$ cat config.mk
export PLATFORM = sky130hd
export DESIGN_NAME = mmu_ctl_regs
export DESIGN_NICKNAME = d
export VERILOG_FILES = /design/src/rtl/mmu_ctl_pkg.sv /design/src/rtl/mmu_ctl_fsm.sv /design/src/rtl/mmu_flt_log.sv /design/src/rtl/mmu_cmd_pulse.sv /design/src/rtl/mmu_ctl_regs.sv
export SDC_FILE = /design/constraint.sdc
export NUM_CORES = 1
export LEC_CHECK = 0
export BUFFER_PORTS_ARGS = -buffer_cell sky130_fd_sc_hd__buf_2
export CAP_MARGIN = 0
export CORE_ASPECT_RATIO = 1.75
export CORE_MARGIN = 1.5
export CORE_UTILIZATION = 61
export DETAILED_ROUTE_END_ITERATION = 10
export GPL_ROUTABILITY_DRIVEN = 0
export HOLD_SLACK_MARGIN = 0.12
export PLACE_DENSITY = 0.95
export SLEW_MARGIN = 20
export SYNTH_ARGS = -nofsm -noshare
export SYNTH_HDL_FRONTEND = slang
export SYNTH_HIERARCHICAL = 1
export SYNTH_SLANG_ARGS = --single-unit
$ cat constraint.sdc
create_clock -name clk -period 2.45 [get_ports clk]
set_clock_uncertainty 0.15 [all_clocks]
set_input_delay 0 -clock clk [delete_from_list [all_inputs] [get_ports clk]]
set_output_delay 0 -clock clk [all_outputs]
set_load 0.02 [all_outputs]
$ cat src/rtl/mmu_ctl_pkg.sv
package mmu_ctl_pkg;
   // register byte offsets (software-visible map)
   localparam int unsigned REG_CTRL  = 'h000;
   localparam int unsigned REG_CFG   = 'h004;
   localparam int unsigned REG_STAT  = 'h008;
   localparam int unsigned REG_FLALL = 'h00C;
   localparam int unsigned REG_FLENT = 'h010;
   localparam int unsigned REG_PTB   = 'h014;
   localparam int unsigned REG_ISTAT = 'h018;
   localparam int unsigned REG_ICLR  = 'h01C;
   localparam int unsigned REG_PFA   = 'h024;
   localparam int unsigned REG_WFA   = 'h028;
   localparam int unsigned REG_RFA   = 'h02C;
   localparam int unsigned REG_BEA   = 'h030;

   // control codes
   localparam int unsigned CODE_OFF  = 'h0;
   localparam int unsigned CODE_RUN  = 'h5;
   localparam int unsigned CODE_HALT = 'h7;

   localparam int unsigned FLT_N = 8;
   localparam int unsigned FLT_W = $clog2(FLT_N);

   typedef enum logic [1:0] {ST_OFF, ST_RUN, ST_HALTING, ST_HALTED} ctl_st_e;
   typedef enum logic [1:0] {CAP_PAGE, CAP_RD, CAP_WR, CAP_BUS} cap_sel_e;

   // which address register a fault type reports through
   function automatic cap_sel_e cap_route(input logic [FLT_W-1:0] t);
      case (t)
         3'd0:             return CAP_PAGE;
         3'd3:             return CAP_BUS;
         3'd1, 3'd4, 3'd5: return CAP_RD;
         default:          return CAP_WR;
      endcase
   endfunction
endpackage

$ cat src/rtl/mmu_ctl_fsm.sv
module mmu_ctl_fsm
   import mmu_ctl_pkg::*;
#(
   parameter int DATA_W = 32
) (
   input  logic              clk,
   input  logic              rst_n,
   input  logic              ctl_wr,
   input  logic [DATA_W-1:0] ctl_code,
   input  logic              drain_done,
   input  logic              flt_hit,
   output ctl_st_e           state
);
   ctl_st_e nxt;

   always_comb begin
      nxt = state;
      if (state == ST_HALTING && drain_done)
         nxt = ST_HALTED;
      if (ctl_wr) begin
         if (ctl_code == DATA_W'(CODE_RUN))
            nxt = ST_RUN;
         else if (ctl_code == DATA_W'(CODE_OFF))
            nxt = ST_OFF;
         else if (ctl_code == DATA_W'(CODE_HALT) &&
                  (state == ST_OFF || state == ST_RUN))
            nxt = ST_HALTING;
      end
      // a fault halts at once and overrides software
      if (flt_hit && state != ST_OFF)
         nxt = ST_HALTED;
   end

   always_ff @(posedge clk or negedge rst_n) begin
      if (!rst_n) state <= ST_OFF;
      else        state <= nxt;
   end
endmodule

$ cat src/rtl/mmu_flt_log.sv
module mmu_flt_log
   import mmu_ctl_pkg::*;
#(
   parameter int DATA_W = 32
) (
   input  logic              clk,
   input  logic              rst_n,
   input  logic              flt_valid,
   input  logic [FLT_W-1:0]  flt_type,
   input  logic [DATA_W-1:0] flt_addr,
   input  logic              clr_wr,
   input  logic [FLT_N-1:0]  clr_mask,
   output logic [FLT_N-1:0]  ist,
   output logic [DATA_W-1:0] pf_addr,
   output logic [DATA_W-1:0] rd_addr,
   output logic [DATA_W-1:0] wr_addr,
   output logic [DATA_W-1:0] be_addr,
   output logic              irq,
   output logic [FLT_W-1:0]  primary
);
   cap_sel_e route;
   assign route = cap_route(flt_type);

   for (genvar i = 0; i < FLT_N; i++) begin : g_bit
      logic set_i;
      assign set_i = flt_valid && (flt_type == FLT_W'(i));
      always_ff @(posedge clk or negedge rst_n) begin
         if (!rst_n)                    ist[i] <= 1'b0;
         else if (set_i)                ist[i] <= 1'b1;
         else if (clr_wr && clr_mask[i]) ist[i] <= 1'b0;
      end
   end

   always_ff @(posedge clk or negedge rst_n) begin
      if (!rst_n) begin
         pf_addr <= '0;
         rd_addr <= '0;
         wr_addr <= '0;
         be_addr <= '0;
      end else if (flt_valid) begin
         case (route)
            CAP_PAGE: pf_addr <= flt_addr;
            CAP_RD:   rd_addr <= flt_addr;
            CAP_WR:   wr_addr <= flt_addr;
            default:  be_addr <= flt_addr;
         endcase
      end
   end

   always_comb begin
      primary = '0;
      for (int i = FLT_N - 1; i >= 0; i--)
         if (ist[i]) primary = FLT_W'(i);
   end

   assign irq = |ist;
endmodule

$ cat src/rtl/mmu_cmd_pulse.sv
module mmu_cmd_pulse #(
   parameter int DATA_W     = 32,
   parameter int PAGE_SHIFT = 12,
   parameter bit AUTO_FLUSH = 1'b1,
   localparam int PAGE_W    = DATA_W - PAGE_SHIFT
) (
   input  logic              clk,
   input  logic              rst_n,
   input  logic              flall_wr,
   input  logic              flent_wr,
   input  logic              ptb_wr,
   input  logic [DATA_W-1:0] wdata,
   output logic              flush_all_p,
   output logic              flush_ent_p,
   output logic [PAGE_W-1:0] flush_ent_page
);
   logic all_req;
   logic ent_req;

   if (AUTO_FLUSH) begin : g_auto
      assign all_req = (flall_wr && wdata[0]) || ptb_wr;
   end else begin : g_manual
      assign all_req = flall_wr && wdata[0];
   end

   assign ent_req = flent_wr && wdata[0];

   always_ff @(posedge clk or negedge rst_n) begin
      if (!rst_n) begin
         flush_all_p    <= 1'b0;
         flush_ent_p    <= 1'b0;
         flush_ent_page <= '0;
      end else begin
         flush_all_p <= all_req;
         flush_ent_p <= ent_req;
         if (ent_req) flush_ent_page <= wdata[DATA_W-1:PAGE_SHIFT];
      end
   end
endmodule

$ cat src/rtl/mmu_ctl_regs.sv
module mmu_ctl_regs
   import mmu_ctl_pkg::*;
#(
   parameter int ADDR_W     = 8,
   parameter int DATA_W     = 32,
   parameter int PAGE_SHIFT = 12,
   parameter bit AUTO_FLUSH = 1'b1,
   localparam int PAGE_W    = DATA_W - PAGE_SHIFT
) (
   input  logic              clk,
   input  logic              rst_n,
   input  logic              bus_sel,
   input  logic              bus_wr,
   input  logic [ADDR_W-1:0] bus_addr,
   input  logic [DATA_W-1:0] bus_wdata,
   output logic [DATA_W-1:0] bus_rdata,
   input  logic              drain_done,
   input  logic              flt_valid,
   input  logic [2:0]        flt_type,
   input  logic [DATA_W-1:0] flt_addr,
   output logic              xlat_en,
   output logic              xlat_hold,
   output logic              flush_all_p,
   output logic              flush_ent_p,
   output logic [PAGE_W-1:0] flush_ent_page,
   output logic [DATA_W-1:0] pt_base,
   output logic              irq,
   output logic [2:0]        flt_primary
);
   if (DATA_W != 32) begin : g_bad_data
      $error("mmu_ctl_regs: DATA_W must be 32");
   end
   if (ADDR_W < 6) begin : g_bad_addr
      $error("mmu_ctl_regs: ADDR_W too small for register map");
   end
   if (PAGE_SHIFT < 1 || PAGE_SHIFT >= DATA_W) begin : g_bad_page
      $error("mmu_ctl_regs: PAGE_SHIFT out of range");
   end

   localparam logic [ADDR_W-1:0] A_CTRL  = ADDR_W'(REG_CTRL);
   localparam logic [ADDR_W-1:0] A_CFG   = ADDR_W'(REG_CFG);
   localparam logic [ADDR_W-1:0] A_STAT  = ADDR_W'(REG_STAT);
   localparam logic [ADDR_W-1:0] A_FLALL = ADDR_W'(REG_FLALL);
   localparam logic [ADDR_W-1:0] A_FLENT = ADDR_W'(REG_FLENT);
   localparam logic [ADDR_W-1:0] A_PTB   = ADDR_W'(REG_PTB);
   localparam logic [ADDR_W-1:0] A_ISTAT = ADDR_W'(REG_ISTAT);
   localparam logic [ADDR_W-1:0] A_ICLR  = ADDR_W'(REG_ICLR);
   localparam logic [ADDR_W-1:0] A_PFA   = ADDR_W'(REG_PFA);
   localparam logic [ADDR_W-1:0] A_WFA   = ADDR_W'(REG_WFA);
   localparam logic [ADDR_W-1:0] A_RFA   = ADDR_W'(REG_RFA);
   localparam logic [ADDR_W-1:0] A_BEA   = ADDR_W'(REG_BEA);

   logic wr_en;
   assign wr_en = bus_sel && bus_wr;

   // control state
   ctl_st_e state;
   mmu_ctl_fsm #(.DATA_W(DATA_W)) u_fsm (
      .clk        (clk),
      .rst_n      (rst_n),
      .ctl_wr     (wr_en && bus_addr == A_CTRL),
      .ctl_code   (bus_wdata),
      .drain_done (drain_done),
      .flt_hit    (flt_valid),
      .state      (state)
   );

   assign xlat_en   = (state != ST_OFF);
   assign xlat_hold = (state == ST_HALTING) || (state == ST_HALTED);

   // fault status and address capture
   logic [FLT_N-1:0]  ist;
   logic [DATA_W-1:0] pf_addr, rd_addr, wr_addr, be_addr;
   mmu_flt_log #(.DATA_W(DATA_W)) u_flt (
      .clk       (clk),
      .rst_n     (rst_n),
      .flt_valid (flt_valid),
      .flt_type  (flt_type),
      .flt_addr  (flt_addr),
      .clr_wr    (wr_en && bus_addr == A_ICLR),
      .clr_mask  (bus_wdata[FLT_N-1:0]),
      .ist       (ist),
      .pf_addr   (pf_addr),
      .rd_addr   (rd_addr),
      .wr_addr   (wr_addr),
      .be_addr   (be_addr),
      .irq       (irq),
      .primary   (flt_primary)
   );

   // flush strobes
   mmu_cmd_pulse #(
      .DATA_W     (DATA_W),
      .PAGE_SHIFT (PAGE_SHIFT),
      .AUTO_FLUSH (AUTO_FLUSH)
   ) u_cmd (
      .clk            (clk),
      .rst_n          (rst_n),
      .flall_wr       (wr_en && bus_addr == A_FLALL),
      .flent_wr       (wr_en && bus_addr == A_FLENT),
      .ptb_wr         (wr_en && bus_addr == A_PTB),
      .wdata          (bus_wdata),
      .flush_all_p    (flush_all_p),
      .flush_ent_p    (flush_ent_p),
      .flush_ent_page (flush_ent_page)
   );

   // plain storage registers
   logic [DATA_W-1:0] cfg_q;
   always_ff @(posedge clk or negedge rst_n) begin
      if (!rst_n) begin
         cfg_q   <= '0;
         pt_base <= '0;
      end else if (wr_en) begin
         if (bus_addr == A_CFG) cfg_q   <= bus_wdata;
         if (bus_addr == A_PTB) pt_base <= bus_wdata;
      end
   end

   // read mux
   logic [DATA_W-1:0] ctl_rd;
   always_comb begin
      case (state)
         ST_OFF:  ctl_rd = DATA_W'(CODE_OFF);
         ST_RUN:  ctl_rd = DATA_W'(CODE_RUN);
         default: ctl_rd = DATA_W'(CODE_HALT);
      endcase
   end

   always_comb begin
      bus_rdata = '0;
      if (bus_sel && !bus_wr) begin
         case (bus_addr)
            A_CTRL:  bus_rdata = ctl_rd;
            A_CFG:   bus_rdata = cfg_q;
            A_STAT:  bus_rdata = DATA_W'(state == ST_HALTED);
            A_PTB:   bus_rdata = pt_base;
            A_ISTAT: bus_rdata = DATA_W'(ist);
            A_PFA:   bus_rdata = pf_addr;
            A_WFA:   bus_rdata = wr_addr;
            A_RFA:   bus_rdata = rd_addr;
            A_BEA:   bus_rdata = be_addr;
            default: bus_rdata = '0;
         endcase
      end
   end
endmodule

==> qor.csv, run 1 <==
stage;metric;value;unit
status;status;completed;
power;pwr/cell area;658;nW/um^2
clock_network;cts bufs inserted;20;
clock_network;H-tree Lvls;1;
power;P_sw;2.26;mW
clock_network;Worst-path clk slew;70;ps
worst_setup_path;critical path required time;2670;ps
power;Clock power frac;0.362;
grt;GRT Overall Usage;0.377;
placed_design;Placed Cells;1161;
worst_setup_path;worst r2r path cells;4;
logic_synthesis;Seq cells post-synth;224;
final_layout;post-layout util;0.787;
power;cell-internal power;6.55;mW
grt;GRT Max-Usage Layer;met2;
clock_network;CTS tree;done;
worst_setup_path;peak fanout along the critical path;33;
power;Peak supply drop;0.464;mV
clock_network;clock tree buffer depth;3;
grt;Remaining Overflow, GRT;0;
floorplanning;die height;178;um
min_path;worst hold stages;3;
routing;DR vias;8728;
grt;first-pass GRT wire length;51900;um
routing;drt total wl;34000;um
sta;final worst path period need;2400;ps
sta;Final WS setup;46.4;ps
routing;drt via density;6.77;
logic_synthesis;Synth area leader;dfrtp_1;
routing;Routed Antenna Nets;0;
final_layout;final cell count without fillers;1290;
final_layout;ratio of cells with drive above 1 in the final layout;0.445;
floorplanning;die area;18300;sq um
clock_network;clock sinks;224;
floorplanning;core area;17000;sq um
floorplanning;row count;63;
sta;TNS Setup;0;ps
routing;drt wl/cell;26.3;um
routing;DRC Markers;0;
logic_synthesis;Synth Flop Type;dfrtp_1;
min_path;Hold Path Class;in -> reg;
sta;fin crit share;0.981;
logic_synthesis;Post-synth EDFFs;0;
grt;GR Util met1;0.437;
routing;drt pass-1 iters;8;
logic_synthesis;Synthesized Nets;866;
floorplanning;Top Ports;173;
placed_design;PortBufs;172;
grt;initial antenna violation count;1;
sta;Fin. Hold Viols;0;
sta;count of pins over their slew limit;0;
logic_synthesis;Mapped Area;10700;sq um
sta;RSZ-0062 raised after global routing;no;
worst_setup_path;Worst setup EP type;register;
worst_setup_path;Setup CP Type;in -> reg;
clock_network;Root Driver;clkbuf_16;
power;Leakage;6.21;nW
final_layout;area grow syn2layout;25.4;%
logic_synthesis;share of the synthesized area in the top cell type;0.525;
placed_design;pre-CTS setup slack;254;ps
placed_design;DPL Wire Length;19200;um
placed_design;placed cell area;11800;sq um
final_layout;commonest non-fill, non-tap cell in the layout;dfrtp_1;
final_layout;cell area after layout;13400;sq um
sta;fmax;416;MHz
power;sw frac;0.257;
logic_synthesis;sequential area share after synthesis;0.525;
logic_synthesis;syn avg cell area;13.6;sq um
sta;final setup fails;0;
logic_synthesis;Synth warnings;6;
logic_synthesis;synth top area cells;dfrtp_1 52%, mux2_2 20%, mux2_1 3.1%;
run;Max-Cap Viols;0;
routing;DR iter-0 viols;1086;
logic_synthesis;Syn Inst Count;785;
grt;largest net degree at the start of global routing;78;
power;total power;8.81;mW
sta;Least-Margin Pin Slew;760;ps
power;Reg power frac;0.507;
worst_setup_path;Startpoint Class;input port;
worst_setup_path;critical path data arrival time;2630;ps
sta;Slew headroom;0.492;
grt;met3 Resource Use GR;0.0956;
logic_synthesis;ys async rst share;1.00;
floorplanning;die width;103;um
final_layout;Final nets;1129;
floorplanning;Starting Density;0.627;
grt;vias in the first global route;9143;
power;Logic pwr share;0.131;
logic_synthesis;post-synth cell types;63;
grt;GR Util met2;0.618;
final_layout;most frequent cells in the layout;224 x dfrtp_1, 186 x mux2_2, 171 x buf_2;
sta;Min Hold Slack;126;ps
clock_network;Skew-Pair Late Insertion Delay;510;ps
per-layer routing:
layer	part of all wire	vias up
met5	0.00035	-
met2	0.49	694
li1	-	3503
met4	0.076	2
met3	0.095	244
met1	0.34	4285
Yosys cell counts (all sizes together) (8+ instances only):
library cell	number
dfrtp	224
nor2	17
nand2	47
a22oi	13
nand3	11
mux2i	9
a21oi	29
a222oi	20
nor4	10
o21ai	8
mux2	234
buf	47
o2bb2ai	8
nor2b	9
a22o	34
path summary, 6_finish.rpt:
path	from	endpoint	slack (ps)
worst max-delay path	bus_addr[0]	pt_base[8]$_DFFE_PN0P_	50
worst min-delay path	flt_addr[22]	u_flt/be_addr[22]$_DFFE_PN0P_	130
worst max register to register	u_fsm/state[1]$_DFF_PN0_	u_fsm/state[1]$_DFF_PN0_	450
worst min register to register	cfg_q[29]$_DFFE_PN0P_	cfg_q[29]$_DFFE_PN0P_	340
max in group asynchronous	rst_n	u_cmd/flush_ent_page[2]$_DFFE_PN0P_	1290
min in group asynchronous	rst_n	u_fsm/state[0]$_DFF_PN0_	490
sequential cells by signal (all words and copies together) (netlist names):
name	count
u_flt/ist	8
u_cmd/flush_all_p	1
u_flt/be_addr	32
u_fsm/state	2
u_flt/rd_addr	32
u_flt/wr_addr	32
pt_base	32
u_flt/pf_addr	32
cfg_q	32
u_cmd/flush_ent_page	20
u_cmd/flush_ent_p	1
what timing repair did:
item,CTS,global route
hold buffers,91,0
gates resized for setup,0,4
setup endpoints to repair,0,14
hold endpoints to repair,447,0
setup buffers,0,1
final cells by class:
| cell class | instances | area (sq um) |
|---|---|---|
| Fill cell | 903 | 3630 |
| Clock buffer | 29 | 584 |
| Multi-Input combinational cell | 506 | 4710 |
| Sequential cell | 224 | 5610 |
| Inverter | 3 | 11.3 |
| Clock inverter | 7 | 77.6 |
| Timing Repair Buffer | 293 | 2120 |
| Tap cell | 227 | 284 |
| Antenna cell | 1 | 2.50 |
kinds of logic (layout without fill, tap and decap cells):
logic type,Yosys count,in the layout,synth area share
muxes,243,243,0.262
DFF,224,224,0.525
AOI/OAI and AO/OA,141,141,0.103
and+or+nand+nor,122,122,0.0749
buffers and inverters,55,332,0.0359
other,0,1,0
power groups by stage:
stage | registers, mW | logic, mW | clock network (mW)
floorplan | 4.42 | 0.614 | 0
global placement | 4.44 | 0.930 | 0
detailed placement | 4.48 | 0.983 | 0
CTS | 4.43 | 1.11 | 3.21
global route | 4.50 | 1.22 | 3.34
finish | 4.46 | 1.16 | 3.19
worst max-delay path, stage by stage:
cell and delay [ps]:
buf_2 170, dlygate4sd3_1 590, or4b_4 560, nor2_4 150
buf_12 230, mux2_1 350, dlygate4sd3_1 560
(Power assumes the default switching activity.)
==> inputs of run 2 (changes only) <==
--- a/constraint.sdc
+++ b/constraint.sdc
@@ -4,2 +4,2 @@
 set_output_delay 0 -clock clk [all_outputs]
-set_load 0.02 [all_outputs]
+set_load 0.1 [all_outputs]
==> run 2 against run 1 <==
Compared with the run above:
- hold slack improved by 16 ps
- clock power rose by 6%
- design area increased by 4.7%
- utilization is 3.7 points higher
- sequential share of layout area fell by 1.8 points
- the flow now finishes with violations (setup timing)
- global-route usage increased by 3.7 points
- sequential power barely moved
- largest cell class unchanged
==> qor.csv, run 2 (synthesis gave the netlist of run 1 again) <==
stage;metric;value;unit
sta;count of pins over their slew limit;0;
sta;Fin. Hold Viols;0;
grt;vias in the first global route;9387;
clock_network;Worst-path clk slew;70;ps
power;P_sw;2.54;mW
sta;Slew headroom;0.498;
power;Clock power frac;0.368;
placed_design;DPL Wire Length;20600;um
routing;drt total wl;38200;um
floorplanning;core area;17000;sq um
placed_design;PortBufs;172;
grt;largest net degree at the start of global routing;81;
power;Peak supply drop;0.636;mV
worst_setup_path;Setup CP Type;in -> reg;
final_layout;Final nets;1126;
floorplanning;die width;103;um
worst_setup_path;critical path data arrival time;2960;ps
clock_network;Skew-Pair Late Insertion Delay;520;ps
worst_setup_path;WP buf/inv;3;
worst_setup_path;cells along the critical path;dlygate4sd3_1 -> buf_2 -> nor4_1 -> nand3_2 -> nor3_2 -> a21boi_0 -> a221o_1 -> dlygate4sd3_1;
power;Reg power frac;0.488;
power;sw frac;0.276;
grt;initial antenna violation count;2;
worst_setup_path;CP most frequent cell;dlygate4sd3_1;
worst_setup_path;RR Startpoint;u_fsm/state[1]$_DFF_PN0_;
clock_network;clock tree buffer depth;3;
sta;final setup fails;18;
final_layout;most frequent cells in the layout;222 x dfrtp_1, 186 x mux2_2, 139 x buf_2;
clock_network;cts bufs inserted;21;
final_layout;area grow syn2layout;31.3;%
routing;drt wl/cell;29.6;um
worst_setup_path;Crit path largest cell delay;670;ps
routing;Routed Antenna Nets;0;
final_layout;cell area after layout;14000;sq um
min_path;min-delay src;flt_addr[31];
min_path;Hold Path Class;in -> reg;
sta;Least-Margin Pin Slew;747;ps
sta;Final WS setup;-260;ps
worst_setup_path;peak fanout along the critical path;3;
floorplanning;Starting Density;0.627;
sta;final worst path period need;2710;ps
run;Max-Cap Viols;0;
routing;DR iter-0 viols;1236;
floorplanning;die height;178;um
worst_setup_path;Startpoint Class;input port;
grt;GRT Overall Usage;0.414;
routing;drt via density;7.15;
sta;RSZ-0062 raised after global routing;yes;
power;Logic pwr share;0.144;
floorplanning;die area;18300;sq um
routing;met2 wire len;18100;um
routing;drt pass-1 iters;7;
final_layout;ratio of cells with drive above 1 in the final layout;0.481;
routing;M1 WL;12400;um
worst_setup_path;Slowest-stage cell, CP;nor4_1;
grt;Remaining Overflow, GRT;0;
min_path;worst hold stages;3;
status;failing checks;setup timing;
routing;met3 WL;4240;um
floorplanning;row count;63;
grt;first-pass GRT wire length;56100;um
final_layout;# fillers;809;
status;status;finished with violations;
worst_setup_path;Worst setup EP type;register;
placed_design;pre-CTS setup slack;200;ps
clock_network;clock sinks;224;
clock_network;CTS tree;done;
sta;fmax;369;MHz
worst_setup_path;FF-to-FF End;u_fsm/state[1]$_DFF_PN0_;
worst_setup_path;R2R Setup Slk;430;ps
worst_setup_path;CP delay by family, top;buffers and inverters;
power;cell-internal power;6.67;mW
routing;DRC Markers;0;
min_path;Hold Crit Endpoint;u_flt/rd_addr[31]$_DFFE_PN0P_;
worst_setup_path;worst r2r path cells;4;
clock_network;Root Driver;clkbuf_16;
worst_setup_path;Crit. Startpoint;bus_wdata[9];
sta;fin crit share;1.11;
floorplanning;Top Ports;173;
routing;DR vias;9211;
power;pwr/cell area;657;nW/um^2
worst_setup_path;critical path required time;2700;ps
power;Leakage;6.28;nW
final_layout;commonest non-fill, non-tap cell in the layout;dfrtp_1;
placed_design;placed cell area;12400;sq um
routing;top layer in use;met5;
clock_network;H-tree Lvls;1;
run 2: worst max path at each step:
stage,to,cells past startpoint
2_1_floorplan,bus_rdata[31],4
5_1_grt,u_fsm/state[1]$_DFF_PN0_,8
6_report,u_fsm/state[1]$_DFF_PN0_,8
3_5_place_dp,u_fsm/state[0]$_DFF_PN0_,9
3_3_place_gp,u_fsm/state[0]$_DFF_PN0_,8
4_1_cts,u_flt/ist[7]$_DFFE_PN0P_,10
run 2: power by group through the flow:
stage          logic (mW)  registers, mW  clock network (mW)
2_1_floorplan       0.625           4.54                   0
3_3_place_gp         1.06           4.44                   0
3_5_place_dp         1.12           4.49                   0
4_1_cts              1.24           4.44                3.35
5_1_grt              1.37           4.52                3.54
6_report             1.33           4.49                3.39
run 2: cell type report:
type                            instances  area (sq um)  share of cell area
Antenna cell                            1          2.50            0.000179
Clock buffer                           29           586              0.0418
Clock inverter                          9           109             0.00777
Inverter                                3          11.3            0.000803
Multi-Input combinational cell        506          4890               0.349
Sequential cell                       224          5610               0.400
Tap cell                              227           284              0.0203
Timing Repair Buffer                  289          2530               0.180
run 2: repair_timing:
| action | 4_1_cts | 5_1_grt |
|---|---|---|
| setup buffers | 0 | 1 |
| endpoints found under the hold margin | 447 | 0 |
| hold buffers | 86 | 0 |
| endpoints found under the setup margin | 0 | 5 |
| resized for setup | 0 | 8 |
run 2: worst register-to-register path, delay by kind of cell, from the launching register on:
kind / cells / cell delay (ps)
AOI/OAI and AO/OA: 2 / 540
and+or+nand+nor: 1 / 160
DFF: 1 / 490
buffers and inverters: 1 / 560
run 2: metrics by stage:
step,hold slack (ps),util,power [mW],cells,TNS [ps]
2_1_floorplan,-446,-,5.16,785,-1540
3_3_place_gp,-167,0.728,5.50,1161,0
3_5_place_dp,-162,0.728,5.61,1161,0
4_1_cts,132,0.819,9.03,1285,0
5_1_grt,161,0.823,9.44,1287,-916
6_report,142,0.823,9.21,1288,-1420
run 2: per-layer routing:
| layer | GRT usage | vias up |
|---|---|---|
| li1 | - | 3477 |
| met1 | 0.486 | 4482 |
| met2 | 0.656 | 919 |
| met3 | 0.123 | 331 |
| met4 | 0.260 | 2 |
| met5 | 0.00888 | - |
==> inputs of run 3 (changes only) <==
CORE_UTILIZATION = 54   (was 61)
CTS_BUF_LIST = sky130_fd_sc_hd__clkbuf_4 sky130_fd_sc_hd__clkbuf_8   (was default)
PLACE_DENSITY = 0.89   (was 0.95)
==> run 3 against run 2 <==
Compared with the run above:
- critical endpoint is now bus_rdata[2]
- the run now ends clean
- first-iteration DRC count decreased by 37%
- sequential power decreased by 0.9%
- final cell count increased by 7.1%
- global-route usage decreased by 8.4 points
- design area increased by 4.0%
- combinational power about the same
- clock power decreased by 12%
==> qor.csv, run 3 (synthesis gave the netlist of run 1 again) <==
stage;metric;value;unit
sta;final worst path period need;2420;ps
grt;GRT Overall Usage;0.330;
worst_setup_path;Worst setup EP type;output pin;
sta;final setup fails;0;
routing;met2 wire len;17100;um
grt;Remaining Overflow, GRT;0;
min_path;Hold Crit Endpoint;u_flt/pf_addr[0]$_DFFE_PN0P_;
final_layout;Final nets;1196;
power;Peak supply drop;0.467;mV
worst_setup_path;worst r2r path cells;2;
routing;DRC Markers;0;
final_layout;ratio of cells with drive above 1 in the final layout;0.464;
routing;drt total wl;33500;um
clock_network;CTS tree;done;
floorplanning;Starting Density;0.554;
clock_network;Root Driver;clkbuf_8;
grt;initial antenna violation count;3;
floorplanning;row count;67;
routing;drt via density;6.30;
worst_setup_path;WP buf/inv;1;
worst_setup_path;critical path required time;2300;ps
final_layout;area grow syn2layout;36.5;%
worst_setup_path;FF-to-FF End;pt_base[11]$_DFFE_PN0P_;
power;Leakage;6.53;nW
routing;drt wl/cell;24.3;um
routing;DR vias;8698;
worst_setup_path;Crit path largest cell delay;470;ps
worst_setup_path;R2R Setup Slk;890;ps
clock_network;number of buffers added for setup after CTS;0;
floorplanning;Top Ports;173;
routing;top layer in use;met4;
min_path;min-delay src;flt_addr[0];
final_layout;commonest non-fill, non-tap cell in the layout;dfrtp_1;
sta;Least-Margin Pin Slew;750;ps
min_path;Hold Path Class;in -> reg;
worst_setup_path;peak fanout along the critical path;9;
sta;Min Hold Slack;132;ps
status;status;completed;
clock_network;H-tree Lvls;1;
routing;M1 WL;12000;um
routing;Routed Antenna Nets;0;
placed_design;PortBufs;172;
sta;fmax;413;MHz
sta;count of pins over their slew limit;0;
routing;DR iter-0 viols;777;
worst_setup_path;cells along the critical path;or2_2 -> a32o_1 -> a2bb2oi_1 -> a31oi_2 -> buf_12;
floorplanning;die area;20700;sq um
sta;RSZ-0062 raised after global routing;no;
power;pwr/cell area;603;nW/um^2
grt;largest net degree at the start of global routing;83;
worst_setup_path;Slowest-stage cell, CP;dfrtp_2;
worst_setup_path;Setup CP Type;reg -> out;
clock_network;clock sinks;224;
grt;vias in the first global route;9309;
clock_network;cts bufs inserted;31;
final_layout;most frequent cells in the layout;221 x dfrtp_1, 186 x mux2_2, 147 x dlygate4sd3_1;
min_path;worst hold stages;3;
floorplanning;die width;109;um
sta;Fin. Hold Viols;0;
run;Max-Cap Viols;0;
sta;Slew headroom;0.498;
grt;first-pass GRT wire length;51900;um
worst_setup_path;CP delay by family, top;compound AO/OA/AOI/OAI gates;
clock_network;clock tree buffer depth;3;
power;total power;8.80;mW
floorplanning;die height;189;um
floorplanning;core area;19300;sq um
placed_design;DPL Wire Length;20000;um
clock_network;Skew-Pair Late Insertion Delay;570;ps
routing;met3 WL;2260;um
worst_setup_path;critical path data arrival time;2270;ps
clock_network;Worst-path clk slew;70;ps
sta;fin crit share;0.989;
worst_setup_path;Critical Path Stages;5;
final_layout;# fillers;1131;
worst_setup_path;Startpoint Class;register;
final_layout;post-layout util;0.756;
worst_setup_path;RR Startpoint;pt_base[11]$_DFFE_PN0P_;
routing;drt pass-1 iters;7;
-- run 3: worst min-delay path: cells and delay by family --
kind | cells | cell delay, ps
buffers and inverters | 2 | 660
muxes | 1 | 150
-- run 3: stage by stage --
stage / setup WS, ps / TNS (ps) / instances / area (sq um)
global route: 18.5 / 0 / 1379 / 14600
finish: 28.1 / 0 / 1380 / 14600
global placement: 296 / 0 / 1176 / 12500
detailed placement: 261 / 0 / 1176 / 12500
CTS: 21.5 / 0 / 1377 / 14600
floorplan: -513 / -1540 / 785 / 10800
-- run 3: layout make-up --
type,instances,area (sq um),share of cell area
Sequential cell,224,5610,0.385
Multi-Input combinational cell,506,4860,0.333
Timing Repair Buffer,349,3150,0.216
Clock buffer,53,629,0.0432
Tap cell,241,302,0.0207
Clock inverter,1,11.3,0.000773
Inverter,3,11.3,0.000773
Antenna cell,3,7.51,0.000515
-- run 3: routing by layer --
metal | global-route usage | vias up
li1 | - | 3634
met1 | 0.395 | 4393
met2 | 0.552 | 516
met3 | 0.0513 | 155
met4 | 0.196 | 0
met5 | 0 | -
-- run 3: worst max path at each step --
stage | to | startpoint
after floorplan | bus_rdata[31] | pt_base[31]$_DFFE_PN0P_
after global placement | u_fsm/state[0]$_DFF_PN0_ | bus_addr[1]
after detailed placement | u_fsm/state[0]$_DFF_PN0_ | bus_addr[1]
after CTS | bus_rdata[2] | u_fsm/state[1]$_DFF_PN0_
after global routing | bus_rdata[2] | u_fsm/state[1]$_DFF_PN0_
final | bus_rdata[2] | u_fsm/state[1]$_DFF_PN0_
-- run 3: what timing repair did --
| item | 4_1_cts | 5_1_grt |
|---|---|---|
| hold buffers | 147 | 0 |
| setup endpoints to repair | 0 | 9 |
| endpoints found under the hold margin | 448 | 0 |
| gates resized for setup | 0 | 3 |
-- run 3: where the power goes --
part           switching [mW]  leakage [nW]  internal [mW]
registers               0.283          2.81           4.16
logic                   0.665          3.37          0.688
clock network            1.39         0.346           1.60
total                    2.34          6.53           6.45
